**src/rtl/ps2tx_pkg.sv**
```systemverilog
// Shared types for the device-side transmitter.
// Assumes: nothing beyond the standard language.
package ps2tx_pkg;
    typedef enum logic [1:0] {
        ST_IDLE,      // nothing pending
        ST_WAIT_BUS,  // byte held, waiting for both lines high
        ST_HIGH,      // clock released, data set mid-phase
        ST_LOW        // clock pulled low
    } tx_state_t;
endpackage

```
**src/rtl/ps2tx_phase_timer.sv**
```systemverilog
// Phase timer: counts microsecond ticks inside one clock phase.
// Gives a mid-phase strobe, an end-of-phase strobe and a settle flag.
// Assumes: us_tick is a single-cycle pulse; run low holds the count at zero.
module ps2tx_phase_timer #(
    parameter int HALF_US   = 40,
    parameter int SETTLE_US = 2
) (
    input  logic clk,
    input  logic rst_n,
    input  logic run,
    input  logic us_tick,
    output logic mid,
    output logic phase_end,
    output logic settled
);
    localparam int CNT_W   = $clog2(HALF_US + 1);
    localparam int MID_AT  = HALF_US / 2 - 1;
    localparam int LAST_AT = HALF_US - 1;

    logic [CNT_W-1:0] cnt_q;

    // Strobes decoded from the tick count.
    always_comb begin
        mid       = run && us_tick && (cnt_q == CNT_W'(MID_AT));
        phase_end = run && us_tick && (cnt_q == CNT_W'(LAST_AT));
        settled   = (cnt_q >= CNT_W'(SETTLE_US));
    end

    // Tick counter that wraps at the end of each phase.
    always_ff @(posedge clk) begin
        if (!rst_n || !run) begin
            cnt_q <= '0;
        end else if (phase_end) begin
            cnt_q <= '0;
        end else if (us_tick) begin
            cnt_q <= cnt_q + 1'b1;
        end
    end
endmodule

```
**src/rtl/ps2tx_frame.sv**
```systemverilog
// Frame holder: keeps the byte, builds start/data/parity/stop bits and
// tracks the position of the bit on the wire.
// Assumes: load only while idle; the byte persists across aborts.
module ps2tx_frame #(
    parameter int DATA_W = 8
) (
    input  logic              clk,
    input  logic              rst_n,
    input  logic              load,
    input  logic [DATA_W-1:0] load_byte,
    input  logic              idx_clr,
    input  logic              idx_inc,
    output logic              cur_bit,
    output logic              at_last,
    output logic              before_tenth
);
    localparam int FRAME_W = DATA_W + 3;
    localparam int IDX_W   = $clog2(FRAME_W);
    localparam int PAR_POS = DATA_W + 1;
    localparam int STP_POS = DATA_W + 2;

    logic [DATA_W-1:0]  byte_q;
    logic [IDX_W-1:0]   idx_q;
    logic [FRAME_W-1:0] frame;

    // Start bit, odd parity and stop bit.
    always_comb begin
        frame[0]       = 1'b0;
        frame[PAR_POS] = ~^byte_q;
        frame[STP_POS] = 1'b1;
    end

    // Data bits, least significant first.
    for (genvar g = 0; g < DATA_W; g++) begin : g_data
        assign frame[g + 1] = byte_q[g];
    end

    // Current bit and position flags.
    always_comb begin
        cur_bit      = frame[idx_q];
        at_last      = (idx_q == IDX_W'(STP_POS));
        before_tenth = (idx_q < IDX_W'(STP_POS));
    end

    // Byte register, kept until the next accepted load.
    always_ff @(posedge clk) begin
        if (!rst_n) begin
            byte_q <= '0;
        end else if (load) begin
            byte_q <= load_byte;
        end
    end

    // Bit position counter.
    always_ff @(posedge clk) begin
        if (!rst_n || idx_clr) begin
            idx_q <= '0;
        end else if (idx_inc) begin
            idx_q <= idx_q + 1'b1;
        end
    end
endmodule

```
**src/rtl/ps2tx_ctrl.sv**
```systemverilog
// Sequencer: gates the start on an idle bus, alternates clock phases,
// drives data mid-high-phase, and aborts on early host contention.
// Assumes: clk_in and dat_in are already synchronised line levels.
module ps2tx_ctrl
    import ps2tx_pkg::*;
(
    input  logic clk,
    input  logic rst_n,
    input  logic tx_send,
    input  logic clk_in,
    input  logic dat_in,
    input  logic mid,
    input  logic phase_end,
    input  logic settled,
    input  logic cur_bit,
    input  logic at_last,
    input  logic before_tenth,
    output logic load,
    output logic idx_clr,
    output logic idx_inc,
    output logic run,
    output logic clk_pull,
    output logic dat_pull,
    output logic busy,
    output logic done,
    output logic aborted
);
    tx_state_t state_q;
    logic      contend;

    // Control strobes to the timer and the frame holder.
    always_comb begin
        load    = (state_q == ST_IDLE) && tx_send;
        idx_clr = (state_q == ST_WAIT_BUS);
        idx_inc = (state_q == ST_LOW) && phase_end && !at_last;
        run     = (state_q == ST_HIGH) || (state_q == ST_LOW);
        busy    = (state_q != ST_IDLE);
        contend = (state_q == ST_HIGH) && settled && !clk_in && before_tenth;
    end

    // State, line enables and the result pulses.
    always_ff @(posedge clk) begin
        if (!rst_n) begin
            state_q  <= ST_IDLE;
            clk_pull <= 1'b0;
            dat_pull <= 1'b0;
            done     <= 1'b0;
            aborted  <= 1'b0;
        end else begin
            done    <= 1'b0;
            aborted <= 1'b0;
            case (state_q)
                ST_IDLE: begin
                    if (tx_send) state_q <= ST_WAIT_BUS;
                end
                ST_WAIT_BUS: begin
                    if (clk_in && dat_in) state_q <= ST_HIGH;
                end
                ST_HIGH: begin
                    if (contend) begin
                        state_q  <= ST_WAIT_BUS;
                        dat_pull <= 1'b0;
                        aborted  <= 1'b1;
                    end else begin
                        if (mid) dat_pull <= !cur_bit;
                        if (phase_end) begin
                            clk_pull <= 1'b1;
                            state_q  <= ST_LOW;
                        end
                    end
                end
                ST_LOW: begin
                    if (phase_end) begin
                        clk_pull <= 1'b0;
                        if (at_last) begin
                            state_q  <= ST_IDLE;
                            dat_pull <= 1'b0;
                            done     <= 1'b1;
                        end else begin
                            state_q <= ST_HIGH;
                        end
                    end
                end
                default: state_q <= ST_IDLE;
            endcase
        end
    end
endmodule

```
**src/rtl/ps2_dev_tx.sv**
```systemverilog
// Top level: device-side byte transmitter for a two-wire clock/data link.
// Connects the phase timer, the frame holder and the sequencer.
// Assumes: external pull-ups; line inputs are synchronised by the caller.
module ps2_dev_tx #(
    parameter int DATA_W    = 8,
    parameter int HALF_US   = 40,
    parameter int SETTLE_US = 2
) (
    input  logic              clk,
    input  logic              rst_n,
    input  logic              us_tick,
    input  logic              tx_send,
    input  logic [DATA_W-1:0] tx_byte,
    input  logic              clk_in,
    input  logic              dat_in,
    output logic              clk_pull,
    output logic              dat_pull,
    output logic              busy,
    output logic              done,
    output logic              aborted
);
    logic load, idx_clr, idx_inc, run;
    logic mid, phase_end, settled;
    logic cur_bit, at_last, before_tenth;

    ps2tx_phase_timer #(
        .HALF_US  (HALF_US),
        .SETTLE_US(SETTLE_US)
    ) timer_i (
        .clk      (clk),
        .rst_n    (rst_n),
        .run      (run),
        .us_tick  (us_tick),
        .mid      (mid),
        .phase_end(phase_end),
        .settled  (settled)
    );

    ps2tx_frame #(
        .DATA_W(DATA_W)
    ) frame_i (
        .clk         (clk),
        .rst_n       (rst_n),
        .load        (load),
        .load_byte   (tx_byte),
        .idx_clr     (idx_clr),
        .idx_inc     (idx_inc),
        .cur_bit     (cur_bit),
        .at_last     (at_last),
        .before_tenth(before_tenth)
    );

    ps2tx_ctrl ctrl_i (
        .clk         (clk),
        .rst_n       (rst_n),
        .tx_send     (tx_send),
        .clk_in      (clk_in),
        .dat_in      (dat_in),
        .mid         (mid),
        .phase_end   (phase_end),
        .settled     (settled),
        .cur_bit     (cur_bit),
        .at_last     (at_last),
        .before_tenth(before_tenth),
        .load        (load),
        .idx_clr     (idx_clr),
        .idx_inc     (idx_inc),
        .run         (run),
        .clk_pull    (clk_pull),
        .dat_pull    (dat_pull),
        .busy        (busy),
        .done        (done),
        .aborted     (aborted)
    );
endmodule

```
**config.mk**
```make
export PLATFORM = sky130hd
export DESIGN_NAME = ps2_dev_tx
export DESIGN_NICKNAME = d
export VERILOG_FILES = /design/src/rtl/ps2tx_pkg.sv /design/src/rtl/ps2tx_phase_timer.sv /design/src/rtl/ps2tx_frame.sv /design/src/rtl/ps2tx_ctrl.sv /design/src/rtl/ps2_dev_tx.sv
export SDC_FILE = /design/constraint.sdc
export NUM_CORES = 1
export LEC_CHECK = 0
export BUFFER_PORTS_ARGS = -buffer_cell sky130_fd_sc_hd__buf_2
export CELL_PAD_IN_SITES_DETAIL_PLACEMENT = 1
export CELL_PAD_IN_SITES_GLOBAL_PLACEMENT = 1
export CORE_MARGIN = 5
export CORE_UTILIZATION = 41
export DETAILED_ROUTE_END_ITERATION = 7
export GPL_TIMING_DRIVEN = 0
export PLACE_DENSITY = 0.86
export SLEW_MARGIN = 10
export SYNTH_ARGS = -nofsm -noshare
export SYNTH_HDL_FRONTEND = slang
export SYNTH_SLANG_ARGS = --single-unit
```
**constraint.sdc**
```tcl
create_clock -name clk -period 2.7 [get_ports clk]
set_clock_uncertainty 0.1 [all_clocks]
set_input_delay 0.405 -clock clk [delete_from_list [all_inputs] [get_ports clk]]
set_output_delay 0.405 -clock clk [all_outputs]
set_load 0.05 [all_outputs]
```
# Yosys cells after proc, flatten, opt, wreduce, memory -nomap -nowiden
# Index checks and enable logic that the tools add are counted.
# op_classes
add_sub_neg	2
mul	0
div_mod_pow	0
order_cmp	3
eq_ne	14
shift	0
n_mux	20
bitwise_logic	0
n_reduce_logical	28
# ops
op	count
two-way mux 2 bit	6
AND reduction 4 bit	3
logical AND 1 bit	10
two-way mux 1 bit	10
inequality test 2 x 1 -> 1 bit (second input constant)	4
one-hot mux 2 bit (4 select lines)	1
XNOR reduction 8 bit	1
adder 6 x 1 -> 6 bit (second input constant)	1
equality test 6 x 5 -> 1 bit (second input constant)	1
equality test 6 bit (second input constant)	1
greater-or-equal comparator 6 x 2 -> 1 bit (second input constant)	1
inequality test 3 x 1 -> 1 bit (second input constant)	2
zero test 1 bit	5
less-than comparator 4 x 5 -> 1 bit (second input constant)	1
adder 4 x 1 -> 4 bit (second input constant)	1
binary-select mux 1 bit (select 4 bit)	1
equality test 2 bit (second input constant)	2
equality test 4 bit (second input constant)	1
less-than comparator 4 bit (second input constant)	1
inequality test 2 bit (second input constant)	2
one-hot mux 1 bit (2 select lines)	2
nonzero test 2 bit	2
logical OR 1 bit	3
AND reduction 3 bit	1
other kinds (4)	4
# totals
ff_bits	24
latchBits	0
mem_bits_rw	0
rom_bits	0
out_inout_bits	5
word_cells	75
memories	0

# Longest topological paths before layout
# logic_depth
depth_word	7
depth_mapped	7
mapped_depth_nobuf	7

# Modules after synthesis
# A second synthesis with hierarchy kept.
# hier_totals
hier_cells	146
hier_area_um2	1345.0
# by_module_without_submodules
module	n_inst	cells_each	area_per_inst_um2	seq_area_each_um2
ps2tx_frame	1	62	641.9	240.2
ps2tx_phase_timer	1	41	354.1	120.1
ps2tx_ctrl	1	43	349.1	120.1

# Least setup slack after synthesis
# Ideal clock, no wire load.
# synth_path
kind	reg2reg
from	reg timer_i.cnt_q[1]
to	reg ctrl_i.state_q[0]
arrival_time_ns	1.807
setup_slack_ns	0.723
path_stages_with_launch	7
synth_period_minus_slack_ns	1.977
cell_sequence	dfxtp_1 ha_1 nand3_1 or4_4 and3_1 or3_1 a21oi_1
# synth_between
elab_chain_len	6
word_cells_on_any_way	11
# synth_lines
item	line_no	source
start: declaration	ps2tx_phase_timer.sv:20	logic [CNT_W-1:0] cnt_q;
start signal: assignment	ps2tx_phase_timer.sv:36	cnt_q <= cnt_q + 1'b1;
greater-or-equal comparator 6 x 2 -> 1 bit	ps2tx_phase_timer.sv:26	settled = (cnt_q >= CNT_W'(SETTLE_US));
logical AND 1 bit (3 in a row)	ps2tx_ctrl.sv:38	contend = (state_q == ST_HIGH) && settled && !clk_in && before_tenth;
inequality test 3 x 1 -> 1 bit (no line) or two-way mux 2 bit (tied branches)	-	
AND reduction 4 bit (no line) or one-hot mux 2 bit (4 select lines) (tied branches)	-	
end signal: assignment	ps2tx_ctrl.sv:44	state_q <= ST_IDLE;
end signal: assignment	ps2tx_ctrl.sv:54	if (tx_send) state_q <= ST_WAIT_BUS;
end signal: assignment	ps2tx_ctrl.sv:57	if (clk_in && dat_in) state_q <= ST_HIGH;
end: declaration	ps2tx_ctrl.sv:28	tx_state_t state_q;
# Parallel ways exist; a longest one is shown, timed or not.
# A chain may end at the register's enable or synchronous reset.

# Worst setup path after layout
# layout_path
from	reg timer_i.cnt_q[1]
to	reg ctrl_i.dat_pull
# layout_between
elab_chain_len	6
word_cells_on_any_way	13
# layout_lines
item	line_no	source
greater-or-equal comparator 6 x 2 -> 1 bit	ps2tx_phase_timer.sv:26	
logical AND 1 bit (3 in a row)	ps2tx_ctrl.sv:38	
inequality test 3 x 1 -> 1 bit (no line) or two-way mux 1 bit (tied branches)	-	
AND reduction 4 bit (no line) or one-hot mux 1 bit (2 select lines) (tied branches)	-	
end signal: assignment	ps2tx_ctrl.sv:65	if (mid) dat_pull <= !cur_bit;
end: declaration	ps2tx_ctrl.sv:23	output logic dat_pull,
# Parallel ways exist; a longest one is shown, timed or not.

==> results.md <==
* Mapped Avg Cell Area at 8.68 um2
* Clock sink count at 24
* Largest net degree at the start of global routing at 13
* Total track usage at 14.9%
* Post-route DRC at 0
* Hold_ws at 0.233 ns
* Clock buffer depth at 2
* Total I/O pin count at 19
* Syn Nets at 160
* Switch share at 36.4%
* I/O Buffers at 17
* Setup violations, final at 0
* Skew-Pair Late Insertion Delay at 0.30 ns
* Critical path peak fanout at 8
* Clk slew on worst S/H paths at 0.12 ns
* Post-synthesis cell count at 142
* Crit path kind: reg2reg
* Logic pwr share at 37.7%
* Setup TNS at 0 ns
* Htree depth at 1
* Fillers at 345
* Fmax at 427 MHz
* Seq/Total Area, Yosys at 39.0%
* Final Max Slew Viols at 0
* Static leakage at 0.528 nW
* Final Hold Fails at 0
* Switching Power at 0.000341 W
* Post-layout min period at 2.34 ns
* Core area at 0.00283 mm2
* Die area at 0.00420 mm2
* Inserted Diodes at 0
* Post-DRT Antenna Nets at 0
* Max-slew headroom at 24.7%
* Share of cells above drive strength 1 at 16.0%
* Grt ovf at 0
* FF-to-FF setup slack at 0.36 ns
* Chip width at 64.8 um
* Worst Path Arrival at 2.45 ns
* Status: finished, final reports clean
* Post-cts gate resize count at 0
* Pwr/cell area at 679 mW/mm2
* Class of the worst hold path: in2reg
* CP startpoint kind: flip-flop
* Clock tree from TritonCTS: built
* Overall via count from detail_route at 1067
* Vias per inst at 5.53
* Dpl ws at 0.382 ns
* Row cnt at 19
* Distinct cells, synth at 36
* Power Internal at 0.000595 W
* Die Ht at 64.8 um
* Initial antenna violation count at 0
* Worst-margin pin slew at 1.12 ns
* Worst Setup End Kind: flip-flop
* First-pass GRT wire length at 5000 um
* Post-synth design cell area at 0.00123 mm2
* Hpwl dp at 2270 um
* Area added between synthesis and finish at 11.9%
* Clk Tree Root Cell: clkbuf_4
* Total CTS buffers at 3
* First DRT Iteration DRCs at 36
* WL final at 2820 um
* Setup Fix Bufs, Post-CTS at 0
* Register bit total from synthesis at 24
* RSZ-0062 raised after global routing: no
* Fin nets at 182
* Initial Utilization at 43.6%
* Ys Warns at 0
* Crit share post-route at 86.7%
* Worst vdd ir at 0.000334 V
* Hold buffers post-CTS at 0
* Final GP Congestion at 0.818
* Maxcap violations at 0
* DR pass1 iterations at 4
* Req. time, crit path at 2.81 ns
* Worst Setup Slack, final at 0.360 ns
* Drt wl/cell at 14.6 um
* Clock Power Share at 16.0%
* Fraction of power consumed by sequential logic at 46.4%
* Vias in the first global route at 1114
-- power groups by stage --
stage | logic (W) | registers [W] | clock network (W)
floorplan | 0.000288 | 0.000430 | 0
global placement | 0.000340 | 0.000436 | 0
detailed placement | 0.000355 | 0.000444 | 0
CTS | 0.000356 | 0.000436 | 0.000153
global route | 0.000389 | 0.000442 | 0.000173
finish | 0.000352 | 0.000434 | 0.000149
-- path summary, 6_finish.rpt --
check	end	cells past startpoint	start
min	frame_i.byte_q[2]	3	tx_byte[2]
max reg2reg	ctrl_i.dat_pull	5	timer_i.cnt_q[1]
min reg2reg	timer_i.cnt_q[1]	2	timer_i.cnt_q[1]
max	ctrl_i.dat_pull	5	timer_i.cnt_q[1]
-- area by class of cell --
class	count	area, um2	share of cell area [%]
plain buffers	3	16.3	1.18
multi-input cells	109	713	51.7
clock buffers	3	22.5	1.63
inverters	6	22.5	1.63
flip-flops and latches	24	480	34.8
repair buffers	17	85.1	6.17
well taps	31	38.8	2.81
-- per-stage QoR --
step                      total power (W)  utilization (%)  area [um2]  std cells
after floorplan                  0.000718                -        1230        142
after global placement           0.000777             47.9        1360        190
after detailed placement         0.000799             47.9        1360        190
after CTS                        0.000945             48.7        1380        193
after global routing              0.00100             48.7        1380        193
final                            0.000936             48.7        1380        193
-- cell usage after synthesis --
cell | instances | area (um2)
dfxtp_1 | 24 | 480
nor2_1 | 23 | 86.3
nand2_1 | 11 | 41.3
xnor2_1 | 10 | 87.6
mux2i_1 | 9 | 90.1
a21oi_1 | 7 | 35.0
inv_1 | 6 | 22.5
nor3_1 | 6 | 30.0
nand3_1 | 5 | 25.0
xor2_1 | 5 | 43.8
ha_1 | 4 | 50.1
nand2b_1 | 3 | 18.8
nand4_1 | 3 | 18.8
a311oi_1 | 2 | 17.5
nor4_1 | 2 | 12.5
o21ai_0 | 2 | 10.0
a2111o_1 | 1 | 11.3
a211o_1 | 1 | 8.76
a211oi_1 | 1 | 7.51
a31oi_1 | 1 | 6.26
and2_1 | 1 | 6.26
and3_1 | 1 | 6.26
and3b_1 | 1 | 8.76
buf_2 | 1 | 5.00
buf_4 | 1 | 7.51
clkbuf_1 | 1 | 3.75
mux4_2 | 1 | 22.5
nor2_2 | 1 | 6.26
nor2b_1 | 1 | 6.26
o2111ai_1 | 1 | 8.76
o21a_1 | 1 | 7.51
o31ai_1 | 1 | 7.51
o41ai_1 | 1 | 8.76
or2_2 | 1 | 6.26
or3_1 | 1 | 6.26
or4_4 | 1 | 11.3
-- metal layers --
metal / GRT usage [%] / vias up / routed length [um]
met1: 18.8 / 511 / 1290
met3: 2.94 / 5 / 109
li1: - / 532 / -
met5: 0 / - / 0
met4: 4.75 / 0 / 32
met2: 25.5 / 19 / 1390
-- layout by cell type, fill, tap and decap left out, types with 2 or more instances in the layout --
cell type / n
xor2_1: 5
o21ai_0: 2
a21oi_1: 7
inv_1: 6
nand2_1: 11
nor4_1: 2
a311oi_1: 2
xnor2_1: 10
mux2i_1: 9
nor2_1: 23
nand2b_1: 3
ha_1: 4
nand4_1: 3
nand3_1: 5
dfxtp_1: 24
clkbuf_4: 3
buf_2: 18
nor3_1: 6
-- registers in the layout (all words and copies together) (netlist names) --
name	flops
timer_i.cnt_q	6
ctrl_i.dat_pull	1
ctrl_i.aborted	1
frame_i.byte_q	8
ctrl_i.done	1
frame_i.idx_q	4
ctrl_i.clk_pull	1
ctrl_i.state_q	2
-- cells by family after synthesis --
| logic type | Yosys count | synth area share [%] |
|---|---|---|
| AOI/OAI and AO/OA | 19 | 10.5 |
| xor gates and xnor gates | 15 | 10.7 |
| adders and majority gates | 4 | 4.06 |
| buffers and inverters | 9 | 3.15 |
| DFF | 24 | 39.0 |
| muxes | 10 | 9.14 |
| and+or+nand+nor | 61 | 23.6 |
-- worst max-delay path, cell delays in order (launching register included) --
cell	delay, ns
dfxtp_1	0.42
ha_1	0.25
nand3_1	0.12
nor4_1	0.92
a21oi_1	0.16
o41ai_1	0.28
(Power assumes the default switching activity.)
